[src/rtl/nseq_pkg.sv]
package nseq_pkg;

  typedef enum logic [2:0] {
    K_CMD  = 3'd0,
    K_ADDR = 3'd1,
    K_DIN  = 3'd2,
    K_DOUT = 3'd3,
    K_WAIT = 3'd4
  } step_kind_e;

  typedef enum logic [3:0] {
    S_IDLE,
    S_CMD,
    S_ADDR,
    S_XFER,
    S_POLL,
    S_GAP,
    S_FLUSH,
    S_DELAY
  } seq_state_e;

  localparam logic [1:0] SZ_B = 2'd0;
  localparam logic [1:0] SZ_H = 2'd1;
  localparam logic [1:0] SZ_W = 2'd2;

endpackage

[src/rtl/nseq_rst_sync.sv]
module nseq_rst_sync (
  input  logic clk,
  input  logic arst_n,
  output logic srst_n
);
  logic [1:0] sync_q;

  always_ff @(posedge clk or negedge arst_n) begin
    if (!arst_n) sync_q <= 2'b00;
    else         sync_q <= {sync_q[0], 1'b1};
  end

  assign srst_n = sync_q[1];
endmodule

[src/rtl/nseq_width_pick.sv]
module nseq_width_pick #(
  parameter int LENW = 10
) (
  input  logic [1:0]      addr_lo,
  input  logic [LENW-1:0] len,
  input  logic            force8,
  output logic [1:0]      size,
  output logic [LENW-1:0] beats
);
  import nseq_pkg::*;

  logic [1:0] lo_or;

  always_comb begin
    lo_or = addr_lo | len[1:0];
    if (force8 || lo_or[0]) begin
      size  = SZ_B;
      beats = len;
    end else if (lo_or[1]) begin
      size  = SZ_H;
      beats = len >> 1;
    end else begin
      size  = SZ_W;
      beats = len >> 2;
    end
  end
endmodule

[src/rtl/nseq_addr_map.sv]
module nseq_addr_map #(
  parameter int          AW      = 16,
  parameter int          CSW     = 2,
  parameter logic [AW-1:0] DEF_CLE = AW'(16'h0010),
  parameter logic [AW-1:0] DEF_ALE = AW'(16'h0008)
) (
  input  logic [CSW-1:0] die,
  input  logic [AW-1:0]  cle_mask,
  input  logic [AW-1:0]  ale_mask,
  input  logic [AW-1:0]  stride,
  output logic [AW-1:0]  data_ofs,
  output logic [AW-1:0]  cle_ofs,
  output logic [AW-1:0]  ale_ofs
);
  logic [AW-1:0] cle_eff, ale_eff;

  always_comb begin
    cle_eff  = (cle_mask == '0) ? DEF_CLE : cle_mask;
    ale_eff  = (ale_mask == '0) ? DEF_ALE : ale_mask;
    data_ofs = stride * AW'(die);
    cle_ofs  = data_ofs + cle_eff;
    ale_ofs  = data_ofs + ale_eff;
  end
endmodule

[src/rtl/nseq_down_cnt.sv]
module nseq_down_cnt #(
  parameter int W = 12
) (
  input  logic         clk,
  input  logic         rst_n,
  input  logic         load,
  input  logic [W-1:0] load_val,
  input  logic         step,
  output logic         expired
);
  logic [W-1:0] cnt_q, cnt_d;
  logic         cnt_en;

  always_comb begin
    cnt_en = load || (step && (cnt_q != '0));
    cnt_d  = load ? load_val : (cnt_q - W'(1));
  end

  always_ff @(posedge clk or negedge rst_n) begin
    if (!rst_n)      cnt_q <= '0;
    else if (cnt_en) cnt_q <= cnt_d;
  end

  assign expired = (cnt_q == '0);
endmodule

[src/rtl/nand_op_sequencer.sv]
module nand_op_sequencer #(
  parameter int          AW         = 16,
  parameter int          CSW        = 2,
  parameter int          MAXA       = 5,
  parameter int          NAW        = $clog2(MAXA + 1),
  parameter int          BAW        = 8,
  parameter int          LENW       = 10,
  parameter int          TOW        = 16,
  parameter int          DLW        = 12,
  parameter int          POLL_GAP   = 6,
  parameter logic [AW-1:0] STATUS_OFS = AW'(16'h0040)
) (
  input  logic              clk,
  input  logic              rst_n,
  input  logic [AW-1:0]     cfg_cle_mask,
  input  logic [AW-1:0]     cfg_ale_mask,
  input  logic [AW-1:0]     cfg_cs_stride,
  input  logic              instr_valid,
  output logic              instr_ready,
  input  logic [2:0]        instr_kind,
  input  logic [CSW-1:0]    instr_die,
  input  logic [7:0]        instr_opcode,
  input  logic [8*MAXA-1:0] instr_addr,
  input  logic [NAW-1:0]    instr_naddr,
  input  logic [BAW-1:0]    instr_buf_addr,
  input  logic [LENW-1:0]   instr_len,
  input  logic              instr_force8,
  input  logic [TOW-1:0]    instr_timeout,
  input  logic [DLW-1:0]    instr_delay,
  input  logic              instr_last,
  output logic              bus_req,
  output logic              bus_we,
  output logic              bus_space,
  output logic [AW-1:0]     bus_addr,
  output logic [1:0]        bus_size,
  output logic [31:0]       bus_wdata,
  input  logic              bus_ack,
  input  logic [31:0]       bus_rdata,
  output logic [BAW-1:0]    buf_addr,
  output logic [1:0]        buf_size,
  input  logic [31:0]       buf_rdata,
  output logic              buf_we,
  output logic [31:0]       buf_wdata,
  output logic              op_done,
  output logic              op_err
);
  import nseq_pkg::*;

  localparam int IDXW = LENW;
  localparam int GAPW = (DLW > $clog2(POLL_GAP + 1)) ? DLW : $clog2(POLL_GAP + 1);

  // reset release
  logic rst_s_n;
  nseq_rst_sync u_rst (.clk(clk), .arst_n(rst_n), .srst_n(rst_s_n));

  // state and captured step
  seq_state_e        st_q, st_d;
  logic [IDXW-1:0]   idx_q, idx_d;
  logic              abort_q, abort_d;
  logic              done_q, done_d;
  logic              err_q, err_d;
  logic              cap;

  logic [2:0]        c_kind_q;
  logic [CSW-1:0]    c_die_q;
  logic [7:0]        c_opc_q;
  logic [8*MAXA-1:0] c_addr_q;
  logic [NAW-1:0]    c_naddr_q;
  logic [BAW-1:0]    c_buf_q;
  logic [LENW-1:0]   c_len_q;
  logic              c_f8_q;
  logic [TOW-1:0]    c_tmo_q;
  logic [DLW-1:0]    c_dly_q;
  logic              c_last_q;

  // helpers
  logic [1:0]        x_size;
  logic [LENW-1:0]   x_beats;
  logic [AW-1:0]     ofs_data, ofs_cle, ofs_ale;
  logic [IDXW-1:0]   naddr_eff;
  logic [7:0]        abyte;
  logic              more_addr, more_beat;

  // timers
  logic              tm_load, tm_step, tm_done;
  logic [GAPW-1:0]   tm_val;
  logic              bud_load, bud_step, bud_gone;

  // completion
  logic              fin, fin_fail, ret, ret_fail, ret_last;

  nseq_width_pick #(.LENW(LENW)) u_wp (
    .addr_lo(c_buf_q[1:0]), .len(c_len_q), .force8(c_f8_q),
    .size(x_size), .beats(x_beats)
  );

  nseq_addr_map #(.AW(AW), .CSW(CSW)) u_am (
    .die(c_die_q), .cle_mask(cfg_cle_mask), .ale_mask(cfg_ale_mask),
    .stride(cfg_cs_stride), .data_ofs(ofs_data), .cle_ofs(ofs_cle),
    .ale_ofs(ofs_ale)
  );

  nseq_down_cnt #(.W(GAPW)) u_gap_tmr (
    .clk(clk), .rst_n(rst_s_n), .load(tm_load), .load_val(tm_val),
    .step(tm_step), .expired(tm_done)
  );

  nseq_down_cnt #(.W(TOW)) u_budget (
    .clk(clk), .rst_n(rst_s_n), .load(bud_load), .load_val(instr_timeout),
    .step(bud_step), .expired(bud_gone)
  );

  always_comb begin
    naddr_eff = (c_naddr_q > NAW'(MAXA)) ? IDXW'(MAXA) : IDXW'(c_naddr_q);
    more_addr = (idx_q < naddr_eff);
    more_beat = (idx_q < IDXW'(x_beats));
    abyte     = 8'h00;
    for (int k = 0; k < MAXA; k++) begin
      if (idx_q == IDXW'(k)) abyte = c_addr_q[8*k +: 8];
    end
  end

  // next-state logic
  always_comb begin
    st_d     = st_q;
    idx_d    = idx_q;
    abort_d  = abort_q;
    done_d   = 1'b0;
    err_d    = 1'b0;
    cap      = 1'b0;
    tm_load  = 1'b0;
    tm_val   = '0;
    tm_step  = 1'b0;
    bud_load = 1'b0;
    bud_step = 1'b0;
    fin      = 1'b0;
    fin_fail = 1'b0;
    ret      = 1'b0;
    ret_fail = 1'b0;
    ret_last = (st_q == S_IDLE) ? instr_last : c_last_q;

    unique case (st_q)
      S_IDLE: begin
        if (instr_valid) begin
          cap   = 1'b1;
          idx_d = '0;
          if (abort_q) begin
            ret = 1'b1;
          end else begin
            unique case (instr_kind)
              K_CMD:        st_d = S_CMD;
              K_ADDR:       st_d = S_ADDR;
              K_DIN, K_DOUT: st_d = S_XFER;
              K_WAIT: begin
                st_d     = S_POLL;
                bud_load = 1'b1;
              end
              default: begin
                ret      = 1'b1;
                ret_fail = 1'b1;
              end
            endcase
          end
        end
      end
      S_CMD: begin
        if (bus_ack) fin = 1'b1;
      end
      S_ADDR: begin
        if (!more_addr)   fin = 1'b1;
        else if (bus_ack) idx_d = idx_q + IDXW'(1);
      end
      S_XFER: begin
        if (!more_beat)   fin = 1'b1;
        else if (bus_ack) idx_d = idx_q + IDXW'(1);
      end
      S_POLL: begin
        bud_step = 1'b1;
        if (bus_ack) begin
          if (bus_rdata[0]) begin
            fin = 1'b1;
          end else if (bud_gone) begin
            fin      = 1'b1;
            fin_fail = 1'b1;
          end else begin
            st_d    = S_GAP;
            tm_load = 1'b1;
            tm_val  = GAPW'(POLL_GAP);
          end
        end
      end
      S_GAP: begin
        bud_step = 1'b1;
        if (tm_done) st_d = S_POLL;
        else         tm_step = 1'b1;
      end
      S_FLUSH: begin
        if (bus_ack) begin
          st_d    = S_DELAY;
          tm_load = 1'b1;
          tm_val  = GAPW'(c_dly_q);
        end
      end
      S_DELAY: begin
        if (tm_done) ret = 1'b1;
        else         tm_step = 1'b1;
      end
      default: st_d = S_IDLE;
    endcase

    if (fin) begin
      if (!fin_fail && (c_dly_q != '0)) begin
        st_d = S_FLUSH;
      end else begin
        ret      = 1'b1;
        ret_fail = fin_fail;
      end
    end

    if (ret) begin
      st_d = S_IDLE;
      if (ret_last) begin
        done_d  = 1'b1;
        err_d   = abort_q | ret_fail;
        abort_d = 1'b0;
      end else begin
        abort_d = abort_q | ret_fail;
      end
    end
  end

  // control registers
  always_ff @(posedge clk or negedge rst_s_n) begin
    if (!rst_s_n) begin
      st_q    <= S_IDLE;
      idx_q   <= '0;
      abort_q <= 1'b0;
      done_q  <= 1'b0;
      err_q   <= 1'b0;
    end else begin
      st_q    <= st_d;
      idx_q   <= idx_d;
      abort_q <= abort_d;
      done_q  <= done_d;
      err_q   <= err_d;
    end
  end

  // captured step fields, enabled on accept
  always_ff @(posedge clk) begin
    if (cap) begin
      c_kind_q  <= instr_kind;
      c_die_q   <= instr_die;
      c_opc_q   <= instr_opcode;
      c_addr_q  <= instr_addr;
      c_naddr_q <= instr_naddr;
      c_buf_q   <= instr_buf_addr;
      c_len_q   <= instr_len;
      c_f8_q    <= instr_force8;
      c_tmo_q   <= instr_timeout;
      c_dly_q   <= instr_delay;
      c_last_q  <= instr_last;
    end
  end

  // bus side
  always_comb begin
    bus_req   = 1'b0;
    bus_we    = 1'b0;
    bus_space = 1'b0;
    bus_addr  = '0;
    bus_size  = SZ_B;
    bus_wdata = 32'h0;
    unique case (st_q)
      S_CMD: begin
        bus_req   = 1'b1;
        bus_we    = 1'b1;
        bus_addr  = ofs_cle;
        bus_wdata = {24'h0, c_opc_q};
      end
      S_ADDR: begin
        bus_req   = more_addr;
        bus_we    = 1'b1;
        bus_addr  = ofs_ale;
        bus_wdata = {24'h0, abyte};
      end
      S_XFER: begin
        bus_req   = more_beat;
        bus_we    = (c_kind_q == K_DOUT);
        bus_addr  = ofs_data;
        bus_size  = x_size;
        bus_wdata = buf_rdata;
      end
      S_POLL: begin
        bus_req   = 1'b1;
        bus_space = 1'b1;
        bus_addr  = STATUS_OFS;
        bus_size  = SZ_W;
      end
      S_FLUSH: begin
        bus_req   = 1'b1;
        bus_space = 1'b1;
        bus_size  = SZ_W;
      end
      default: ;
    endcase
  end

  // buffer side
  assign buf_addr  = c_buf_q + (BAW'(idx_q) << x_size);
  assign buf_size  = x_size;
  assign buf_we    = (st_q == S_XFER) && (c_kind_q == K_DIN) && more_beat && bus_ack;
  assign buf_wdata = bus_rdata;

  assign instr_ready = (st_q == S_IDLE);
  assign op_done     = done_q;
  assign op_err      = err_q;

  // the wait budget is held in u_budget; keep the captured copy for debug visibility
  logic unused_tmo;
  assign unused_tmo = ^c_tmo_q;
endmodule

[config.mk]
export PLATFORM = sky130hd
export DESIGN_NAME = nand_op_sequencer
export DESIGN_NICKNAME = d
export VERILOG_FILES = /design/src/rtl/nseq_pkg.sv /design/src/rtl/nseq_rst_sync.sv /design/src/rtl/nseq_width_pick.sv /design/src/rtl/nseq_addr_map.sv /design/src/rtl/nseq_down_cnt.sv /design/src/rtl/nand_op_sequencer.sv
export SDC_FILE = /design/constraint.sdc
export NUM_CORES = 1
export LEC_CHECK = 0
export CAP_MARGIN = 20
export CORE_AREA = 4 4 135 170
export CTS_BUF_LIST = sky130_fd_sc_hd__clkbuf_8
export CTS_CLUSTER_SIZE = 24
export DETAILED_ROUTE_END_ITERATION = 12
export DIE_AREA = 0 0 139 174
export PLACE_DENSITY = 0.78
export SLEW_MARGIN = 20
export SYNTH_ARGS = -nofsm -noshare
export SYNTH_HDL_FRONTEND = slang
export SYNTH_SLANG_ARGS = --single-unit
[constraint.sdc]
create_clock -name clk -period 4 [get_ports clk]
set_input_delay 0.4 -clock clk [delete_from_list [all_inputs] [get_ports clk]]
set_output_delay 0.4 -clock clk [all_outputs]
set_load 0.005 [all_outputs]
Word-level counts from Yosys, hierarchy flattened
Index checks and enable logic that the tools add are counted.
{"block": "word_totals", "register_bits": 135, "out_inout_bits": 99, "word_cells": 164}
{"block": "classes", "add_sub_neg": 6, "mul": 1, "magnitude_cmp": 3, "eq_ne": 20, "shifts": 1, "muxes": 83, "n_bitwise": 2, "reduce_logical": 30}
{"op": "$pmux W32 S3", "n": 1}
{"op": "$pmux W16 S4", "n": 1}
{"op": "$mux W10", "n": 5}
{"op": "$logic_not A16 Y1", "n": 3}
{"op": "$mux W16", "n": 3}
{"op": "$mux W4", "n": 10}
{"op": "$mux W8", "n": 5}
{"op": "$mux W1", "n": 39}
{"op": "$add A16 B16 Y16", "n": 2}
{"op": "$pmux W10 S3", "n": 1}
{"op": "$mux W12", "n": 2}
{"op": "$pmux W12 S2", "n": 1}
{"op": "$reduce_bool A12 Y1", "n": 2}
{"op": "$eq A10 B2 Y1 const B", "n": 2}
{"op": "$pmux W4 S5", "n": 1}
{"op": "$eq A4 B3 Y1 const B", "n": 4}
{"op": "$mul A16 B2 Y16", "n": 1}
{"op": "$pmux W4 S4", "n": 1}
{"op": "$reduce_bool A16 Y1", "n": 1}
{"op": "$sub A16 B1 Y16 const B", "n": 1}
{"op": "$eq A3 B2 Y1 const B", "n": 4}
{"op": "$logic_not A12 Y1", "n": 1}
{"op": "$mux W3", "n": 4}
{"op": "$sub A12 B1 Y12 const B", "n": 1}
{"op": "other kinds (33)", "n": 50}

Longest topological paths before layout
{"block": "depth", "ltp_word": 12, "depth_mapped": 20, "mapped_depth_nobuf": 19}

Modules after synthesis
From an unflattened synthesis, not the netlist that was laid out.
{"block": "hier_totals", "hier_cells": 1099, "area_unflattened_um2": 10495.1}
{"mod": "nand_op_sequencer", "instances": 1, "cells_each": 532, "area_per_inst_um2": 5916.9, "seq_area_each_um2": 3067.9}
{"mod": "nseq_addr_map", "instances": 1, "cells_each": 309, "area_per_inst_um2": 2416.1, "seq_area_each_um2": 0.0}
{"mod": "nseq_down_cnt at u_budget", "instances": 1, "cells_each": 124, "area_per_inst_um2": 1054.8, "seq_area_each_um2": 400.4}
{"mod": "nseq_down_cnt at u_gap_tmr", "instances": 1, "cells_each": 96, "area_per_inst_um2": 825.8, "seq_area_each_um2": 300.3}
{"mod": "nseq_width_pick", "instances": 1, "cells_each": 35, "area_per_inst_um2": 227.7, "seq_area_each_um2": 0.0}
{"mod": "nseq_rst_sync", "instances": 1, "cells_each": 3, "area_per_inst_um2": 53.8, "seq_area_each_um2": 50.0}

Least setup slack after synthesis
OpenSTA, ideal clock, no wires.
{"block": "synth_path", "path_kind": "reg2out", "from": "reg c_die_q[1]", "to": "out bus_addr[15]", "arrival_time_ps": 3911, "t_required_ps": 3600, "setup_slack_ps": -311, "path_stages_with_launch": 21, "n_path_buf": 1, "cell_sequence": "edfxtp_1 clkbuf_1 nand2_1 inv_1 ha_1 a21o_1 a21oi_1 o21bai_1 or3_1 a31oi_1 xnor2_1 ha_1 a21o_1 a21o_1 a21oi_1 a31oi_1 a21o_1 a21oi_1 xnor3_1 xor2_1 o22ai_1"}
{"block": "synth_between", "elab_chain_cells": 3, "word_cells_on_any_way": 4}
{"element": "start: declaration", "line": "nand_op_sequencer.sv:65", "text": "logic [CSW-1:0] c_die_q;"}
{"element": "start signal: assignment", "line": "nand_op_sequencer.sv:253", "text": "c_die_q <= instr_die;"}
{"element": "$mul A16 B2 Y16 *", "line": "nseq_addr_map.sv:20", "text": "data_ofs = stride * AW'(die);"}
{"element": "$add A16 B16 Y16 (on tied branches)", "line": "nseq_addr_map.sv:22, nseq_addr_map.sv:21"}
{"element": "$pmux W16 S4 *", "line": "nand_op_sequencer.sv:274", "text": "unique case (st_q)"}
{"element": "end: declaration", "line": "nand_op_sequencer.sv:34", "text": "output logic [AW-1:0] bus_addr,"}
Every way passes the cells marked *; elsewhere a longest branch is shown, timed or not.

Final worst setup path
{"block": "layout_path", "from": "reg c_die_q[0]", "to": "out bus_addr[15]"}
Same word-level chain as after synthesis.

==> run_results.csv <==
group,metric,value,unit
run_status,status,"complete, but fails checks",
run_status,violations,"negative setup slack",
critical_path,arrival,4.36,ns
timing,setup_slack,-0.763,ns
placement,dp.cells,1498,
power_and_ir_drop,vdd_drop_max,0.330,mV
detailed_routing,drc,0,
clock_network,cts_max_level,4,
timing,timing.slew.headroom,40.8,%
detailed_routing,totalWireLength,27700,microns
detailed_routing,firstDrtPassIters,7,
detailed_routing,via_per_inst,5.32,
clock_network,cts_tree,"done",
flow_run,drv_cap,0,
finish,layout.cells.non_filler,1551,
global_route,grt_pass1_wl,42600,microns
die,die_w,139,microns
synth,async_reset_ff_share,34.8,%
timing,drv_slew,0,
power_and_ir_drop,switching_share,32.6,%
synth,synth_area_per_cell,9.46,sq um
timing,fin_crit,4.76,ns
clock_network,holdBufCountCts,0,
finish,syn_to_final_growth,47.3,%
timing,fin_worst_skew,0.0219,ns
critical_path,r2r_start,"c_buf_q[0]",
global_route,grt_pass1_vias,8435,
detailed_routing,initialDrtViolationCount,489,
global_route,grt_max_degree,47,
synth,syn-cell-area,8870,sq um
finish,antennaDiodeCount,0,
synth,synth-seq-cells,135,
synth,seq_area_frac_synth,43.0,%
placement,place_ws,-1.18,ns
finish,fill_cells,1778,
die,die-area,24200,sq um
die,core,21300,sq um
synth,synth_largest_area_cell,"edfxtp_1",
global_route,gr-usage-all-layers,21.9,%
power_and_ir_drop,p_switching,1.53,mW
clock_network,clk_pin_slew_worst_paths,0.09,ns
clock_network,root_buffer,"clkbuf_8",
critical_path,crit_type,"register to output port",
synth,synthCells,938,
synth,syn_nets,1213,
global_route,grt_overflow,0,
die,initial_core_util,41.6,%
timing,setup_violations,9,
global_route,antenna_found_initial,0,
timing,rsz0062_at_grt,"yes",
synth,synth_flop_cell,"edfxtp_1",
power_and_ir_drop,seqPwrFrac,40.1,%
placement,dpl_cell_area,12200,sq um
critical_path,crit_fanout,4,
finish,design_area,13100,sq um
timing,fin_crit_sh,119,%
die,pin_count,319,
placement,dp_hpwl,21300,microns
worst_hold_path,holdCritPathClass,"primary input to async pin",
synth,yosys.area.top_type_share,29.8,%
synth,synth_area_leaders,"edfxtp_1, dfrtp_1, ha_1, nand2_1, xnor2_1",
power_and_ir_drop,power.density,359,nW/um^2
clock_network,clock-sinks,135,
synth,ys_warn_count,0,
clock_network,insertion_delay,0.44,ns
synth,synth_edf_count,88,
critical_path,start_kind,"register",
clock_network,clock_path_buffers,2,
critical_path,reg2reg_depth,13,
synth,ys_types,70,
power_and_ir_drop,p_comb_share,35.2,%
critical_path,crit_required,3.60,ns
critical_path,worstSetupEndpointType,"output port",
placement,io_buffers,256,
die,row_count,60,
finish,layout_common_cells,"clkdlybuf4s50_1, buf_4, nand2_1, edfxtp_1, nor2_1",
finish,nets,1534,
finish,final_common_cell,"clkdlybuf4s50_1",
finish,drive_gt1_share,18.5,%
detailed_routing,vias,8250,
timing,worst_pin_slew,0.885,ns
critical_path,worstSetupStartpoint,"c_die_q[0]",
clock_network,cts_buffers,17,
placement,gp_congestion,0.971,
power_and_ir_drop,clockPowerShare,24.6,%
timing,fmax,210,MHz
detailed_routing,routedWlPerCell,17.9,microns
finish,utilization,61.3,%
power_and_ir_drop,internal_power,3.16,mW
die,die_y,174,microns
timing,report.final.hold_viol_count,0,
power_and_ir_drop,p_leak,5.23,nW
detailed_routing,postRouteAntennaNets,0,
per-stage QoR:
step	hold slack, ns	setup TNS [ns]	power (mW)
floorplan	0.104	-0.0577	2.72
global placement	0.332	-7.79	3.35
detailed placement	0.335	-8.39	3.40
CTS	0.0941	-4.78	4.64
global route	0.0852	-6.10	4.95
finish	0.108	-4.25	4.69
synthesized netlist by cell type, drive strengths merged, types with 10 or more instances:
cell type    n
a21oi       70
xor2        17
nor3        41
xnor2       45
mux2i       10
o21a        11
a222oi      14
nand2      105
edfxtp      88
buf         37
ha          52
o21ai       56
and2        52
a21o        13
nand3       16
nor2        64
nor4        15
or3         10
clkbuf      33
inv         32
dfrtp       47
or2         10
and3        10
registers in the layout (all words and copies together), names as in the netlist:
| name | cells |
|---|---|
| c_dly_q | 12 |
| c_last_q | 1 |
| c_die_q | 2 |
| c_f8_q | 1 |
| u_gap_tmr.cnt_q | 12 |
| u_rst.sync_q | 2 |
| c_buf_q | 8 |
| st_q | 4 |
| op_err | 1 |
| c_opc_q | 8 |
| op_done | 1 |
| c_addr_q | 40 |
| c_kind_q | 3 |
| c_naddr_q | 3 |
| abort_q | 1 |
| idx_q | 10 |
| u_budget.cnt_q | 16 |
| c_len_q | 10 |
critical path: stages (launching register included):
cell and delay, ns:
edfxtp_1 0.45, buf_6 0.15, bufbuf_16 0.26, and2_4 0.14, ha_4 0.25, o31a_1 0.29, o311ai_1 0.12, nand3_1 0.21
nor2_1 0.17, xnor2_1 0.16, ha_1 0.30, and3_4 0.20, a21oi_4 0.14, a31oi_4 0.11, a21o_1 0.20, a21oi_2 0.14
xnor3_1 0.23, xor2_1 0.15, o22ai_1 0.12, buf_2 0.14
layout make-up:
| class | instances | area [sq um] | area share, % |
|---|---|---|---|
| clock buffer | 18 | 248 | 1.90 |
| sequential | 135 | 3820 | 29.2 |
| clock inverter | 14 | 159 | 1.22 |
| multi-input combinational | 701 | 4920 | 37.6 |
| tap | 279 | 349 | 2.67 |
| timing repair buffer | 372 | 3450 | 26.4 |
| inverter | 32 | 121 | 0.929 |
power groups by stage:
stage	sequential, mW	combinational, mW	clock, mW
2_1_floorplan	1.88	0.840	0
3_3_place_gp	1.90	1.46	0
3_5_place_dp	1.91	1.49	0
4_1_cts	1.88	1.59	1.18
5_1_grt	1.91	1.81	1.23
6_report	1.88	1.65	1.16
logic make-up after synthesis:
logic type | count (synthesis) | synth area share, %
DFF | 135 | 43.0
adders and majority gates | 55 | 8.01
buffers and inverters | 102 | 5.78
xor gates and xnor gates | 63 | 6.37
and+or+nand+nor | 352 | 19.7
other | 2 | 0.0846
AOI/OAI and AO/OA | 218 | 15.7
muxes | 11 | 1.26
path summary, 6_finish.rpt:
path	to	slack [ns]
min	u_rst.sync_q[1]	0.11
max in group asynchronous	idx_q[4]	3.22
max	bus_addr[15]	-0.76
max reg2reg	idx_q[7]	0.63
min reg2reg	u_rst.sync_q[1]	0.35
min in group clk	u_rst.sync_q[1]	0.35
what timing repair did:
item,4_1_cts,5_1_grt
cloned,1,0
setup endpoints to repair,18,17
pin swaps,20,32
gates resized for setup,74,37
setup buffers,13,7
metal layers:
layer	up-vias	share of wire, %	track usage, %
li1	4000	-	-
met1	3870	37	23.5
met2	293	52	40.3
met3	87	6.3	5.01
met4	0	4.8	10.6
met5	-	0	0
Note: power is estimated with default switching activity, not from simulation.
